===== src/rtl/cfg_cycle_pkg.sv =====
package cfg_cycle_pkg;

    localparam int unsigned CFG_DW = 32;

    localparam logic [1:0] OFS_ADDR   = 2'd0;
    localparam logic [1:0] OFS_DATA   = 2'd1;
    localparam logic [1:0] OFS_BUSNUM = 2'd2;

    localparam logic [CFG_DW-1:0] ADDR_WMASK   = 32'h80FF_FFFC;
    localparam logic [CFG_DW-1:0] BUSNUM_WMASK = 32'h0000_FFFF;
    localparam logic [CFG_DW-1:0] MISS_DATA    = '1;

    typedef enum logic [1:0] {
        ST_IDLE = 2'd0,
        ST_BUS  = 2'd1,
        ST_ACK  = 2'd2
    } cfg_state_e;

    typedef enum logic [1:0] {
        KIND_NONE = 2'd0,
        KIND_T0   = 2'd1,
        KIND_T1   = 2'd2
    } cfg_kind_e;

    typedef struct packed {
        logic       en;
        logic [7:0] bus;
        logic [4:0] dev;
        logic [2:0] fn;
        logic [5:0] regn;
    } cfg_fields_t;

    function automatic cfg_fields_t split_addr(input logic [CFG_DW-1:0] a);
        cfg_fields_t f;
        f.en   = a[31];
        f.bus  = a[23:16];
        f.dev  = a[15:11];
        f.fn   = a[10:8];
        f.regn = a[7:2];
        return f;
    endfunction

endpackage


===== src/rtl/cfg_cycle_sel.sv =====
module cfg_cycle_sel #(
    parameter int NUM_SEL = 8
) (
    input  logic [4:0]         dev,
    input  logic               en,
    output logic [NUM_SEL-1:0] sel,
    output logic               dev_ok
);

    localparam logic [31:0] SEL_LIMIT = 32'(NUM_SEL);

    assign dev_ok = ({27'd0, dev} < SEL_LIMIT);

    for (genvar i = 0; i < NUM_SEL; i++) begin : g_line
        assign sel[i] = en && (dev == 5'(i));
    end

endmodule


===== src/rtl/cfg_cycle_decode.sv =====
module cfg_cycle_decode
    import cfg_cycle_pkg::*;
#(
    parameter int NUM_SEL = 8
) (
    input  cfg_fields_t        fld,
    input  logic [7:0]         own_bus,
    input  logic [7:0]         sub_bus,
    output cfg_kind_e          kind,
    output logic [CFG_DW-1:0]  caddr,
    output logic [NUM_SEL-1:0] sel
);

    logic is_local;
    logic is_behind;
    logic dev_ok;

    assign is_local  = (fld.bus == own_bus);
    assign is_behind = (fld.bus > own_bus) && (fld.bus <= sub_bus);

    cfg_cycle_sel #(
        .NUM_SEL(NUM_SEL)
    ) u_sel (
        .dev    (fld.dev),
        .en     (fld.en && is_local),
        .sel    (sel),
        .dev_ok (dev_ok)
    );

    always_comb begin
        if (!fld.en) begin
            kind = KIND_NONE;
        end else if (is_local) begin
            kind = dev_ok ? KIND_T0 : KIND_NONE;
        end else if (is_behind) begin
            kind = KIND_T1;
        end else begin
            kind = KIND_NONE;
        end
    end

    always_comb begin
        if (kind == KIND_T1) begin
            caddr = {8'd0, fld.bus, fld.dev, fld.fn, fld.regn, 2'b01};
        end else begin
            caddr = {21'd0, fld.fn, fld.regn, 2'b00};
        end
    end

endmodule


===== src/rtl/cfg_cycle_gen.sv =====
module cfg_cycle_gen
    import cfg_cycle_pkg::*;
#(
    parameter int NUM_SEL     = 8,
    parameter int HOST_CFG_EN = 1
) (
    input  logic               clk,
    input  logic               rst_n,
    input  logic               reg_req,
    input  logic               reg_we,
    input  logic [1:0]         reg_ofs,
    input  logic [31:0]        reg_wdata,
    output logic               reg_ack,
    output logic [31:0]        reg_rdata,
    output logic               cyc_req,
    output logic               cyc_write,
    output logic               cyc_type1,
    output logic [31:0]        cyc_addr,
    output logic [NUM_SEL-1:0] cyc_sel,
    output logic [31:0]        cyc_wdata,
    input  logic               cyc_ack,
    input  logic [31:0]        cyc_rdata
);

    localparam bit CFG_ON = (HOST_CFG_EN != 0);

    typedef struct packed {
        cfg_state_e         st;
        logic [CFG_DW-1:0]  addr_reg;
        logic [7:0]         own_bus;
        logic [7:0]         sub_bus;
        logic               req;
        logic               wr;
        logic               t1;
        logic [CFG_DW-1:0]  caddr;
        logic [NUM_SEL-1:0] sel;
        logic [CFG_DW-1:0]  wdata;
        logic               ack;
        logic [CFG_DW-1:0]  rdata;
    } gen_state_t;

    gen_state_t s_d, s_q;

    cfg_fields_t        fld;
    cfg_kind_e          dec_kind;
    logic [CFG_DW-1:0]  dec_caddr;
    logic [NUM_SEL-1:0] dec_sel;

    assign fld = split_addr(s_q.addr_reg);

    cfg_cycle_decode #(
        .NUM_SEL(NUM_SEL)
    ) u_decode (
        .fld     (fld),
        .own_bus (s_q.own_bus),
        .sub_bus (s_q.sub_bus),
        .kind    (dec_kind),
        .caddr   (dec_caddr),
        .sel     (dec_sel)
    );

    always_comb begin
        s_d     = s_q;
        s_d.ack = 1'b0;
        unique case (s_q.st)
            ST_IDLE: begin
                if (reg_req) begin
                    s_d.st    = ST_ACK;
                    s_d.ack   = 1'b1;
                    s_d.rdata = '0;
                    if (CFG_ON) begin
                        unique case (reg_ofs)
                            OFS_ADDR: begin
                                if (reg_we) begin
                                    s_d.addr_reg = reg_wdata & ADDR_WMASK;
                                end else begin
                                    s_d.rdata = s_q.addr_reg;
                                end
                            end
                            OFS_BUSNUM: begin
                                if (reg_we) begin
                                    s_d.own_bus = reg_wdata[7:0];
                                    s_d.sub_bus = reg_wdata[15:8];
                                end else begin
                                    s_d.rdata = {16'd0, s_q.sub_bus, s_q.own_bus} & BUSNUM_WMASK;
                                end
                            end
                            OFS_DATA: begin
                                if (dec_kind != KIND_NONE) begin
                                    s_d.st    = ST_BUS;
                                    s_d.ack   = 1'b0;
                                    s_d.req   = 1'b1;
                                    s_d.wr    = reg_we;
                                    s_d.t1    = (dec_kind == KIND_T1);
                                    s_d.caddr = dec_caddr;
                                    s_d.sel   = (dec_kind == KIND_T0) ? dec_sel : '0;
                                    s_d.wdata = reg_we ? reg_wdata : '0;
                                end else if (!reg_we) begin
                                    s_d.rdata = MISS_DATA;
                                end
                            end
                            default: begin
                                s_d.rdata = '0;
                            end
                        endcase
                    end
                end
            end
            ST_BUS: begin
                if (cyc_ack) begin
                    s_d.st    = ST_ACK;
                    s_d.ack   = 1'b1;
                    s_d.req   = 1'b0;
                    s_d.sel   = '0;
                    s_d.rdata = s_q.wr ? '0 : cyc_rdata;
                end
            end
            ST_ACK: begin
                s_d.st = ST_IDLE;
            end
            default: begin
                s_d.st = ST_IDLE;
            end
        endcase
    end

    always_ff @(posedge clk) begin
        if (!rst_n) begin
            s_q <= '0;
        end else begin
            s_q <= s_d;
        end
    end

    assign reg_ack   = s_q.ack;
    assign reg_rdata = s_q.rdata;
    assign cyc_req   = s_q.req;
    assign cyc_write = s_q.wr;
    assign cyc_type1 = s_q.t1;
    assign cyc_addr  = s_q.caddr;
    assign cyc_sel   = s_q.sel;
    assign cyc_wdata = s_q.wdata;

endmodule


===== config.mk =====
export PLATFORM = sky130hd
export DESIGN_NAME = cfg_cycle_gen
export DESIGN_NICKNAME = d
export VERILOG_FILES = /design/src/rtl/cfg_cycle_pkg.sv /design/src/rtl/cfg_cycle_sel.sv /design/src/rtl/cfg_cycle_decode.sv /design/src/rtl/cfg_cycle_gen.sv
export SDC_FILE = /design/constraint.sdc
export NUM_CORES = 1
export LEC_CHECK = 0
export ABC_AREA = 1
export CORE_MARGIN = 2
export CORE_UTILIZATION = 44
export DETAILED_ROUTE_END_ITERATION = 8
export PLACE_DENSITY = 0.76
export SYNTH_ARGS = -nofsm -noshare
export SYNTH_HDL_FRONTEND = slang
export SYNTH_SLANG_ARGS = --single-unit

===== constraint.sdc =====
create_clock -name clk -period 1.7 [get_ports clk]
set_input_delay 0.17 -clock clk [delete_from_list [all_inputs] [get_ports clk]]
set_output_delay 0.17 -clock clk [all_outputs]
set_load 0.02 [all_outputs]

### Yosys cells after proc, flatten, opt, wreduce, memory -nomap -nowiden

Index checks and enable logic that the tools add are counted.

* bits in registers: 149
* output and inout port bits: 108
* word-level logic and storage cells: 83
* input port bits: 71

* reductions and logical operators: 21
* equality and inequality tests: 17
* muxes and demuxes: 30
* $lt $le $gt $ge: 3

Operators with widths (number)
* two-way mux 32 bit: 7
* two-way mux 158 bit: 1
* two-way mux 76 bit: 2
* one-hot mux 32 bit (3 select lines): 1
* one-hot mux 33 bit (2 select lines): 1
* two-way mux 16 bit: 3
* two-way mux 33 bit: 1
* two-way mux 24 bit: 1
* equality test 5 x 3 -> 1 bit, second input constant: 4
* two-way mux 8 bit: 2
* one-hot mux 8 bit (2 select lines): 1
* two-way mux 2 bit: 6
* AND reduction 4 bit: 3
* equality test 5 x 2 -> 1 bit, second input constant: 2
* logical AND 1 bit: 10
* equality test 8 bit: 1
* > comparator 8 bit: 1
* <= comparator 8 bit: 1
* equality test 2 x 1 -> 1 bit, second input constant: 3
* inequality test 2 bit, second input constant: 3
* equality test 5 x 1 -> 1 bit, second input constant: 1
* zero test 5 bit: 1
* < comparator 5 x 4 -> 1 bit, second input constant: 1
* AND reduction 5 bit: 1
* 9 further kinds: 13

### Depth between registers and ports, before layout

Gate-level depths: netlist of run 1.

* word-level depth: 11
* gate-level depth with buffers: 17
* depth with buffers taken out: 16

### Hierarchy

Synthesis of run 1 repeated with hierarchy kept, for this count alone.

* cells, all modules: 1160
* area, all modules: 7993.9 um^2

By module, submodules not included
* cfg_cycle_gen: cells each 1016, sequential area each 2982.9 um^2, times used 1, area each 7179.4 um^2
* cfg_cycle_decode: cells each 123, sequential area each 0.0 um^2, times used 1, area each 733.2 um^2
* cfg_cycle_sel: cells each 21, sequential area each 0.0 um^2, times used 1, area each 81.3 um^2

### Least setup slack after synthesis of run 1

No wires, ideal clock.

* path type: register to register
* from: reg s_q[123] (netlist bit)
* to: reg s_q, in the netlist cyc_wdata[10]
* path buffers: 2
* required time: 1.568 ns
* slack: -0.083 ns
* setup time: 0.132 ns
* arrival time: 1.651 ns
* stages on the path, launching flop included: 14
* clock period less this slack: 1.783 ns
* path through: dfxtp_1 > inv_1 > ha_1 > nand2_1 > nor2_1 > nand2_1 > nor2_2 > nand2_2 > nand2_4 > nand2_2 > buf_6 > buf_6 > nand2_1 > a21oi_1

* word-level cells in the longest chain between the ends: 7
* elaborated cells between the ends (all ways): 8
* classes of those cells: 1 x order compare; 1 x eq/ne; 3 x mux; 3 x reduce/logical

RTL lines
* start, declared: line cfg_cycle_gen.sv:42 `gen_state_t s_d, s_q;`
* start signal, assigned: line cfg_cycle_gen.sv:129 `s_q <= '0;`
* start signal, assigned: line cfg_cycle_gen.sv:131 `s_q <= s_d;`
* > comparator 8 bit: line cfg_cycle_decode.sv:19 `assign is_behind = (fld.bus > own_bus) && (fld.bus <= sub_bus);`
* logical AND 1 bit: line cfg_cycle_decode.sv:19
* two-way mux 2 bit: line cfg_cycle_decode.sv:35 `end else if (is_behind) begin`
* two-way mux 2 bit (*): line cfg_cycle_decode.sv:33 `end else if (is_local) begin`
* two-way mux 2 bit (*): line cfg_cycle_decode.sv:31 `if (!fld.en) begin`
* nonzero test 2 bit (*): line cfg_cycle_gen.sv:89 `if (dec_kind != KIND_NONE) begin`
* AND reduction 4 bit (no line) (*)

Mark *: on every way between the ends. The rest lies on a longest branch, timed or not.
A chain may end at the register's enable or synchronous reset.

### Worst setup path after layout of run 1

* from: reg s_q, in the netlist fld[17]
* to: reg s_q, in the netlist cyc_wdata[20]

* word-level cells in the longest chain between the ends: 7
* elaborated cells between the ends (all ways): 9
* classes of those cells: 2 x order compare; 1 x eq/ne; 3 x mux; 3 x reduce/logical

RTL lines (line)
* > comparator 8 bit / <= comparator 8 bit (equally long branches): cfg_cycle_decode.sv:19
* logical AND 1 bit: cfg_cycle_decode.sv:19
* two-way mux 2 bit: cfg_cycle_decode.sv:35
* two-way mux 2 bit (*): cfg_cycle_decode.sv:33
* two-way mux 2 bit (*): cfg_cycle_decode.sv:31
* nonzero test 2 bit (*): cfg_cycle_gen.sv:89
* AND reduction 4 bit (no line) (*)

Marked as above.

==> results of run 1 <==
layer usage:
layer  wire [um]  GRT usage (%)
met4         371           7.82
met3        1710           6.03
met1        9030           32.3
met2        9760           36.5
met5           0              0
stage by stage:
stage / hold slack, ps / TNS, ps / util (%) / total power [mW] / instance area (sq um)
after floorplan: 333 / -1090 / - / 4.02 / 6950
after global placement: 448 / -19940 / 56.1 / 4.45 / 8500
after detailed placement: 453 / -19260 / 56.1 / 4.46 / 8500
after CTS: 133 / -12400 / 61.4 / 8.19 / 9300
after global routing: 148 / -25450 / 64.9 / 8.55 / 9830
final: 152 / -16110 / 64.9 / 8.30 / 9830
cells by family after synthesis:
group	Yosys count
AND/OR/NAND/NOR	336
adder cells (fa/ha/maj)	16
other	1
AO/OA/AOI/OAI	217
flip-flops	139
buffers and inverters	203
sequential cells by signal (all words and copies together), names as in the netlist:
signal     count
fld           23
cyc_req        1
s_q           18
cyc_addr      23
cyc_sel        8
reg_ack        1
cyc_write      1
cyc_wdata     32
reg_rdata     32
area by class of cell:
cell class | instances | share of cell area (%)
multi-input combinational | 579 | 34.8
sequential | 139 | 28.6
tap | 188 | 2.39
timing repair buffer | 250 | 26.1
inverter | 48 | 1.99
clock inverter | 11 | 1.18
clock buffer | 21 | 4.89
layout by cell type (no fill, tap or decap), drive strengths merged:
cell type,synthesis,final
clkdlybuf4s50,0,167
nand2,162,162
dfxtp,139,139
a21oi,130,130
nor2,107,108
buf,126,79
o21ai,66,66
inv,46,46
nand4,35,35
nand3,25,25
clkbuf,29,24
ha,16,16
a31oi,12,12
conb,1,9
clkinv,2,8
nor3,6,6
a22oi,5,5
clkinvlp,0,3
a221oi,2,2
bufinv,0,2
a21o,1,1
o21a,1,1
nor4,1,1
dlygate4sd2,0,1
what timing repair did:
| item | CTS | global route |
|---|---|---|
| setup buffers | 4 | 3 |
| gates resized for setup | 31 | 121 |
| hold buffers | 0 | 0 |
| cloned | 2 | 4 |
| endpoints found under the setup margin | 101 | 100 |
| pin swaps | 14 | 29 |
synth_stat cells:
master and n:
nor4_1 1, o21ai_0 66, nor2_2 3, nor3_1 4, buf_6 5, nor2_1 101
inv_1 42, nand4_1 35, o21a_1 1, dfxtp_1 139, clkinv_1 2, nand2_1 155
a31oi_1 12, nor2_4 3, a21o_1 1, nor3_2 2, a21oi_1 128, buf_2 16
conb_1 1, ha_1 16, nand3_1 23, a22oi_1 5, nand2_4 3, nand2_2 4
buf_4 105, clkbuf_1 29, a221oi_1 2, a21oi_2 2, inv_2 4, nand3_2 2
report_power, final:
group | switching (mW) | internal, mW
Combinational | 0.631 | 0.530
Sequential | 0.0604 | 3.34
Clock | 1.43 | 2.30
worst reg2reg max path, stage by stage, from the launching register on:
cell,delay (ps)
dfxtp_4,370
ha_4,280
nand2_4,60
inv_2,40
nand2_1,40
nand2_1,70
nand2_2,50
a21oi_2,170
nand2_4,100
nand2_8,110
nand2_8,100
buf_12,180
buf_8,130
nand2_1,60
a21oi_1,50
how the worst max path moves through the flow:
stage               startpoint             to  slack, ps
floorplan             s_q[121]      cyc_write        -30
global placement      s_q[115]  cyc_wdata[19]       -240
detailed placement     fld[17]   cyc_addr[11]       -290
CTS                    fld[17]  cyc_wdata[16]       -170
global route          s_q[123]   reg_rdata[2]       -310
finish                 fld[17]  cyc_wdata[20]       -220
==> flow_summary_export.csv, run 1 <==
group,metric,value,unit
routing,vias,6547,
global_routing,grt.overflow.total,0,
timing,slew_viol_final,0,
synth,synth_top_cell_area_share,40.9,%
clock_network,clock-sinks,139,
synth,synth.distinct_cells,30,
synth,postSynthAreaPerCell,7.46,sq um
outcome,violations,"negative setup slack",
timing,setup_violations,100,
die,die-height,128,um
global_routing,grt_max_degree,51,
setup_path,crit_buf_inv,3,
setup_path,critical-path-top-delay-family,"simple AND/OR/NAND/NOR gates",
synth,synthMuxAreaShare,0,%
setup_path,critPathSlowestCell,"dfxtp_4",
synth,synth_compound_area_share,16.7,%
synth,synth_top_family_by_area,"simple AND/OR/NAND/NOR gates",
synth,synthSimpleGateAreaFrac,21.6,%
synth,synth.area.top_cells,"dfxtp_1, buf_4, a21oi_1",
placement,hpwl,14000,um
timing,finalHoldViolCount,0,
layout,n_antenna_cell,0,
layout,nets,1122,
die,initial_core_util,44.9,%
timing,worst_slack,-223,ps
setup_path,cp_max_fo,7,
setup_path,max_stage_delay,370,ps
clock_network,cts_tree,"built",
placement,pre_cts_ws,-290,ps
routing,ant_nets,0,
global_routing,antenna_found_initial,0,
global_routing,grt.total_usage,23.6,%
die,dieWidth,128,um
clock_network,root_buffer,"clkbuf_16",
timing,skew,7.41,ps
pwr,p_leak,3.72,nW
clock_network,cts_buffers,17,
setup_path,r2r_end,"cyc_wdata[20]",
worst_hold_path,hold_class,"in -> reg",
synth,synth-adder-area-share,2.94,%
timing,min_period,1920,ps
worst_hold_path,hold_path.startpoint,"rst_n",
synth,synth_top_area_cell,"dfxtp_1",
setup_path,cp_num_cells,14,
die,core_region_area,15100,sq um
timing,post-route-period-util,113,%
setup_path,critical_path.most_common_cell,"nand2_1",
synth,synth_seq_cells,139,
placement,place_congestion,0.963,
setup_path,end_kind,"flip-flop",
die,rows,45,
synth,synthCells,912,
die,dieArea,16500,sq um
global_routing,grt_pass1_wl,30600,um
clock_network,clockBufferDepth,2,
layout,fill_cells,1236,
setup_path,worstSetupStartpointType,"flip-flop",
setup_path,arrival,2230,ps
setup_path,path_class,"reg -> reg",
setup_path,worst_r2r_path_depth,14,
routing,first_iter_violations,383,
layout,area.sequential,2810,sq um
clock_network,cts.clk_slew.worst_paths,60,ps
setup_path,crit_chain,"ha_4 > nand2_4 > inv_2 > nand2_1 > nand2_1 > nand2_2 > a21oi_2 > nand2_4 > nand2_8 > nand2_8 > buf_12 > buf_8 > nand2_1 > a21oi_1",
routing,route.detailed.drc,0,
job,drv_cap,0,
layout,syn_to_final_growth,44.4,%
routing,drt-total-wl,20900,um
placement,dp_cells,1191,
pwr,vdd_drop_max,0.000754,V
routing,routedWlPerCell,16.9,um
outcome,outcome,"finished, violations left",
setup_path,r2r_slack,-220,ps
setup_path,critPathRequiredTime,2010,ps
synth,synth_xor_area_share,0,%
routing,via_per_inst,5.30,
timing,max_freq,520,MHz
die,ioPinCount,179,
synth,synth-seq-area-share,40.9,%
setup_path,r2r_start,"fld[17]",
synth,syn_area,6810,sq um
routing,first_pass_iters,5,
synth,ys_warn_count,0,
worst_hold_path,hold_end,"reg_rdata[8]",
layout,multi_input_area,3420,sq um
global_routing,grt_pass1_vias,5904,
timing,grt_setup_unrepaired,"true",
layout,drive_gt1_share,25.1,%
clock_network,cts_max_level,4,
placement,port_buffers,169,
clock_network,clock_latency,430,ps
worst_hold_path,min_path_cells,3,
layout,layoutNonFillerInstCount,1236,
pwr,power_per_cell_area,844,nW/um^2
Power figures use the tool's default switching activity.
==> inputs of run 2 (changes only) <==
--- a/config.mk
+++ b/config.mk
@@ -6,6 +6,7 @@
 export NUM_CORES = 1
 export LEC_CHECK = 0
 export ABC_AREA = 1
+export CORE_ASPECT_RATIO = 0.9
 export CORE_MARGIN = 2
 export CORE_UTILIZATION = 44
 export DETAILED_ROUTE_END_ITERATION = 8
==> run 2 against run 1 <==
Effect of this change:
- the flow still finishes with violations (negative setup slack)
- clock skew rose by 6.4 ps
- routed wire length increased by 8.5%
- non-clock buffer count is 10 higher
- cell count increased by 2.1%
- critical path depth is 1 lower
- sequential power hardly changed
- worst setup slack got worse by 71 ps
- critical path type unchanged
- largest cell class unchanged
- largest power group unchanged
==> flow_summary_export.csv, run 2 (synthesized netlist as in run 1, its figures left out) <==
group,metric,value,unit
routing,first_iter_violations,588,
layout,final_cell_mix,"clkdlybuf4s50_1, nand2_1, dfxtp_1",
routing,drt-total-wl,22700,um
setup_path,critPathRequiredTime,2050,ps
worst_hold_path,hold_class,"in -> reg",
job,drv_cap,0,
layout,area.sequential,2820,sq um
setup_path,crit_chain,"ha_4 > nand2_1 > nor2_2 > nand2_2 > nand2_2 > a21oi_2 > nand2_4 > buf_6 > buf_4 > nand3_2 > nand2_1 > nand2_1 > a21oi_1",
global_routing,grt_max_degree,51,
setup_path,cp_max_fo,4,
clock_network,cts_tree,"built",
timing,slew_viol_final,0,
routing,first_pass_iters,6,
setup_path,critical_path.most_common_cell,"nand2_1",
global_routing,antenna_found_initial,0,
routing,vias,6834,
timing,min_period,1990,ps
setup_path,end_kind,"flip-flop",
clock_network,cts_buffers,17,
timing,grt_setup_unrepaired,"true",
setup_path,path_class,"reg -> reg",
timing,worst_slew_pin_slew,788,ps
placement,hpwl,14200,um
routing,ant_nets,0,
pwr,power_per_cell_area,861,nW/um^2
placement,port_buffers,169,
layout,nets,1134,
clock_network,hold_buffers,0,
timing,finalHoldViolCount,0,
timing,setup_violations,100,
global_routing,grt_pass1_vias,6073,
timing,worst_slack,-294,ps
layout,syn_to_final_growth,49.1,%
pwr,p_leak,3.80,nW
outcome,violations,"negative setup slack",
setup_path,max_stage_delay,370,ps
die,initial_core_util,44.5,%
clock_network,clock-sinks,139,
routing,route.detailed.drc,0,
placement,dp_cells,1208,
layout,multi_input_area,3520,sq um
pwr,vdd_drop_max,0.000727,V
placement,place_congestion,0.948,
layout,fill_cells,1189,
clock_network,clockBufferDepth,2,
layout,layoutNonFillerInstCount,1262,
timing,skew,13.8,ps
global_routing,grt_pass1_wl,32100,um
timing,post-route-period-util,117,%
setup_path,critPathSlowestCell,"dfxtp_4",
timing,hold_slack,250,ps
clock_network,cts_max_level,4,
layout,final_common_cell,"clkdlybuf4s50_1",
global_routing,grt.overflow.total,0,
die,dieWidth,135,um
setup_path,worstSetupStartpointType,"flip-flop",
die,dieArea,16500,sq um
clock_network,root_buffer,"clkbuf_16",
routing,via_per_inst,5.42,
timing,fin_setup_tns,-22580,ps
layout,n_antenna_cell,0,
die,ioPinCount,179,
timing,max_freq,501,MHz
clock_network,clock_latency,430,ps
outcome,outcome,"finished, violations left",
die,core_region_area,15300,sq um
global_routing,grt.total_usage,24.9,%
timing,relSlewSlack,47.3,%
die,rows,43,
die,die-height,122,um
routing,routedWlPerCell,18.0,um
clock_network,cts.clk_slew.worst_paths,60,ps
layout,drive_gt1_share,26.7,%
setup_path,arrival,2340,ps
run 2: cell type report:
type,instances,share of cell area [%]
inverter,48,1.90
multi-input combinational,581,34.7
sequential,139,27.8
timing repair buffer,260,26.7
clock buffer,22,4.58
clock inverter,10,1.86
tap,202,2.49
run 2: metrics by stage:
| stage | utilization [%] | area, sq um | worst slack (ps) | total power, mW |
|---|---|---|---|---|
| after floorplan | - | 6950 | -30.0 | 4.02 |
| after global placement | 55.9 | 8540 | -288 | 4.44 |
| after detailed placement | 55.9 | 8540 | -350 | 4.45 |
| after CTS | 63.0 | 9620 | -202 | 8.59 |
| after global routing | 66.4 | 10100 | -394 | 9.00 |
| final | 66.4 | 10100 | -294 | 8.73 |
run 2: power by group:
group	switching, mW	internal (mW)
Clock	1.43	2.69
Combinational	0.661	0.552
Sequential	0.0659	3.34
run 2: worst paths after layout:
| path | startpoint | to | slack (ps) | cells after the start |
|---|---|---|---|---|
| setup / recovery | fld[15] | reg_rdata[12] | -290 | 13 |
| setup reg to reg | fld[15] | reg_rdata[12] | -290 | 13 |
| hold / removal | rst_n | reg_rdata[1] | 250 | 3 |
| hold reg to reg | cyc_wdata[25] | cyc_wdata[25] | 460 | 2 |
run 2: critical path: cells and delay by family (launching register included):
kind / cells / cell delay, ps
compound gates: 2 / 180
fa+ha+maj: 1 / 280
buf+inv: 2 / 260
flops: 1 / 370
simple gates: 8 / 810
run 2: layer usage:
metal	routed length, um	share of wire [%]	vias to the layer above	GRT usage (%)
li1	-	-	3213	-
met1	9730	43	3207	34.3
met2	10400	46	364	38.1
met3	1900	8.4	50	7.07
met4	620	2.7	0	7.49
met5	0	0	-	0
run 2: what timing repair did:
item,4_1_cts,5_1_grt
setup endpoints to repair,101,100
cloned,4,7
resized for setup,68,90
buffers inserted,6,6
pin swaps,22,40
==> inputs of run 3 (changes only) <==
--- a/config.mk
+++ b/config.mk
@@ -8,9 +8,10 @@
 export ABC_AREA = 1
 export CORE_ASPECT_RATIO = 0.9
 export CORE_MARGIN = 2
-export CORE_UTILIZATION = 44
+export CORE_UTILIZATION = 50
 export DETAILED_ROUTE_END_ITERATION = 8
-export PLACE_DENSITY = 0.76
+export DONT_BUFFER_PORTS = 1
+export PLACE_DENSITY = 0.68
 export SYNTH_ARGS = -nofsm -noshare
 export SYNTH_HDL_FRONTEND = slang
 export SYNTH_SLANG_ARGS = --single-unit
==> run 3 against run 2 <==
Effect of this change:
- the flow still finishes with violations (negative setup slack)
- via count is 11% lower
- utilization is 0.16 points lower
- cell area shrank 13%
- non-clock buffer count fell by 117
- sequential power is 2% higher
- largest power group unchanged
- combinational power decreased by 24%
- maximum frequency rose by 2.4%
- highest routed layer unchanged
- clock-buffer cell count stayed put
- routed wire length is 9.6% lower
- global-route usage up 1.7 points
==> flow_summary_export.csv, run 3 (synthesized netlist as in run 1, its figures left out) <==
group,metric,value,unit
outcome,outcome,"finished, violations left",
outcome,violations,"negative setup slack",
global_routing,grt_util_met2,40.0,%
die,ioPinCount,179,
timing,relSlewSlack,54.4,%
clock_network,cts_tree,"built",
pwr,sw_frac_of_total,25.7,%
placement,dp_cells,998,
worst_hold_path,min_path_cells,2,
global_routing,grt.met3_usage,8.69,%
pwr,power_frac_seq,43.7,%
global_routing,use_met1,36.6,%
global_routing,antenna_found_initial,1,
timing,slew_viol_final,0,
layout,nets,1014,
global_routing,grt_pass1_vias,5605,
clock_network,clock_latency,430,ps
setup_path,end_kind,"flip-flop",
layout,fill_cells,1044,
setup_path,max_stage_delay,370,ps
pwr,vdd_drop_max,0.000703,V
placement,port_buffers,0,
setup_path,path_class,"reg -> reg",
global_routing,grt.overflow.total,0,
global_routing,grt_max_degree,76,
job,drv_cap,0,
timing,finalHoldViolCount,0,
die,dieArea,14600,sq um
timing,fin_setup_tns,-16400,ps
pwr,power_frac_comb,11.5,%
setup_path,crit_chain,"ha_4 > nand2_1 > nand2_1 > nand2_1 > nand2_1 > nand2_1 > a21oi_2 > nand2_4 > nand2_4 > nand2_4 > buf_12 > buf_8 > o21ai_4 > nor2_1",
layout,drive_gt1_share,29.4,%
placement,pre_cts_ws,-239,ps
setup_path,worstSetupStartpointType,"flip-flop",
layout,final_common_cell,"dfxtp_1",
timing,worst_slew_pin_slew,684,ps
routing,first_iter_violations,492,
timing,grt_setup_unrepaired,"true",
layout,multi_input_area,3490,sq um
timing,worst_slack,-248,ps
setup_path,critical_path.most_common_cell,"nand2_1",
routing,vias,6110,
routing,drt-total-wl,20500,um
routing,first_pass_iters,5,
routing,route.detailed.drc,0,
placement,place_congestion,0.888,
die,core_region_area,13300,sq um
die,die-height,115,um
pwr,p_leak,3.35,nW
setup_path,cp_max_fo,8,
clock_network,cts_buffers,17,
global_routing,grt.total_usage,26.6,%
pwr,clkPwrFrac,44.8,%
pwr,power_per_cell_area,901,nW/um^2
setup_path,worst_r2r_path_depth,14,
timing,skew,8.40,ps
pwr,internal_power,5.90,mW
setup_path,critPathRequiredTime,2020,ps
clock_network,root_buffer,"clkbuf_16",
clock_network,cts_max_level,4,
clock_network,clockBufferDepth,2,
die,rows,40,
pwr,p_switching,2.04,mW
timing,min_period,1950,ps
routing,routedWlPerCell,18.5,um
global_routing,busiest_layer,"met2",
placement,hpwl,13000,um
routing,ant_nets,0,
timing,max_freq,513,MHz
worst_hold_path,hold_class,"in -> reg",
die,dieWidth,127,um
clock_network,cts.clk_slew.worst_paths,60,ps
routing,via_per_inst,5.52,
layout,fin_util,66.2,%
layout,layoutNonFillerInstCount,1107,
die,initial_core_util,51.1,%
timing,post-route-period-util,115,%
setup_path,arrival,2260,ps
layout,final_cell_mix,"dfxtp_1, nand2_1, a21oi_1",
clock_network,clock-sinks,139,
timing,setup_violations,100,
layout,syn_to_final_growth,29.6,%
layout,area.sequential,2810,sq um
global_routing,grt_pass1_wl,30200,um
setup_path,critPathSlowestCell,"dfxtp_4",
run 3: cell types whose count changed in the layout (fill, tap and decap cells not counted), sizes merged, moves of 2 or more:
cell,delta
clkbuf,-2
buf,-11
nand3,-3
clkdlybuf4s50,-167
bufinv,-3
dlygate4sd3,+65
run 3: final timing paths:
| path | to | startpoint | slack [ps] |
|---|---|---|---|
| setup / recovery | cyc_addr[10] | fld[15] | -250 |
| hold / removal | fld[14] | reg_wdata[16] | 30 |
| setup reg to reg | cyc_addr[10] | fld[15] | -250 |
| hold reg to reg | fld[4] | fld[4] | 500 |
run 3: metrics by stage:
step / area, sq um / hold WS [ps] / power (mW)
final: 8820 / 31.2 / 7.94
after global routing: 8820 / 25.4 / 8.21
after CTS: 8190 / 0.626 / 7.86
after detailed placement: 6820 / 310 / 4.14
after global placement: 6820 / 306 / 4.13
after floorplan: 6950 / 333 / 4.02
run 3: power by group through the flow:
stage          Sequential (mW)  Clock [mW]  Combinational (mW)
6_report                  3.47        3.56               0.917
4_1_cts                   3.46        3.60               0.799
3_3_place_gp              3.53           0               0.597
3_5_place_dp              3.54           0               0.601
2_1_floorplan             3.45           0               0.571
5_1_grt                   3.47        3.73                1.00
run 3: what timing repair did:
action,in CTS,in global routing
pin swaps,9,31
setup endpoints to repair,100,109
endpoints found under the hold margin,122,0
resized for setup,36,120
setup buffers,1,9
gates cloned,0,3
hold buffers,66,0
run 3: per-layer routing:
| layer | vias to the layer above | part of all wire (%) |
|---|---|---|
| li1 | 2966 | - |
| met1 | 2838 | 45 |
| met4 | 0 | 1.9 |
| met2 | 273 | 45 |
| met5 | - | 0 |
| met3 | 33 | 8.3 |
run 3: area by class of cell:
| type | instances | share of cell area, % |
|---|---|---|
| antenna | 1 | 0.0284 |
| inverter | 48 | 2.23 |
| multi-input combinational | 578 | 39.6 |
| clock inverter | 8 | 1.09 |
| timing repair buffer | 143 | 17.6 |
| sequential | 139 | 31.9 |
| tap | 168 | 2.38 |
| clock buffer | 22 | 5.15 |
run 3: worst max-delay path: cells and delay by family, from the launching register on:
| family | cells | cell delay, ps |
|---|---|---|
| flip-flops | 1 | 370 |
| buffers and inverters | 2 | 300 |
| AO/OA/AOI/OAI | 2 | 320 |
| AND/OR/NAND/NOR | 9 | 590 |
| adder cells (fa/ha/maj) | 1 | 270 |
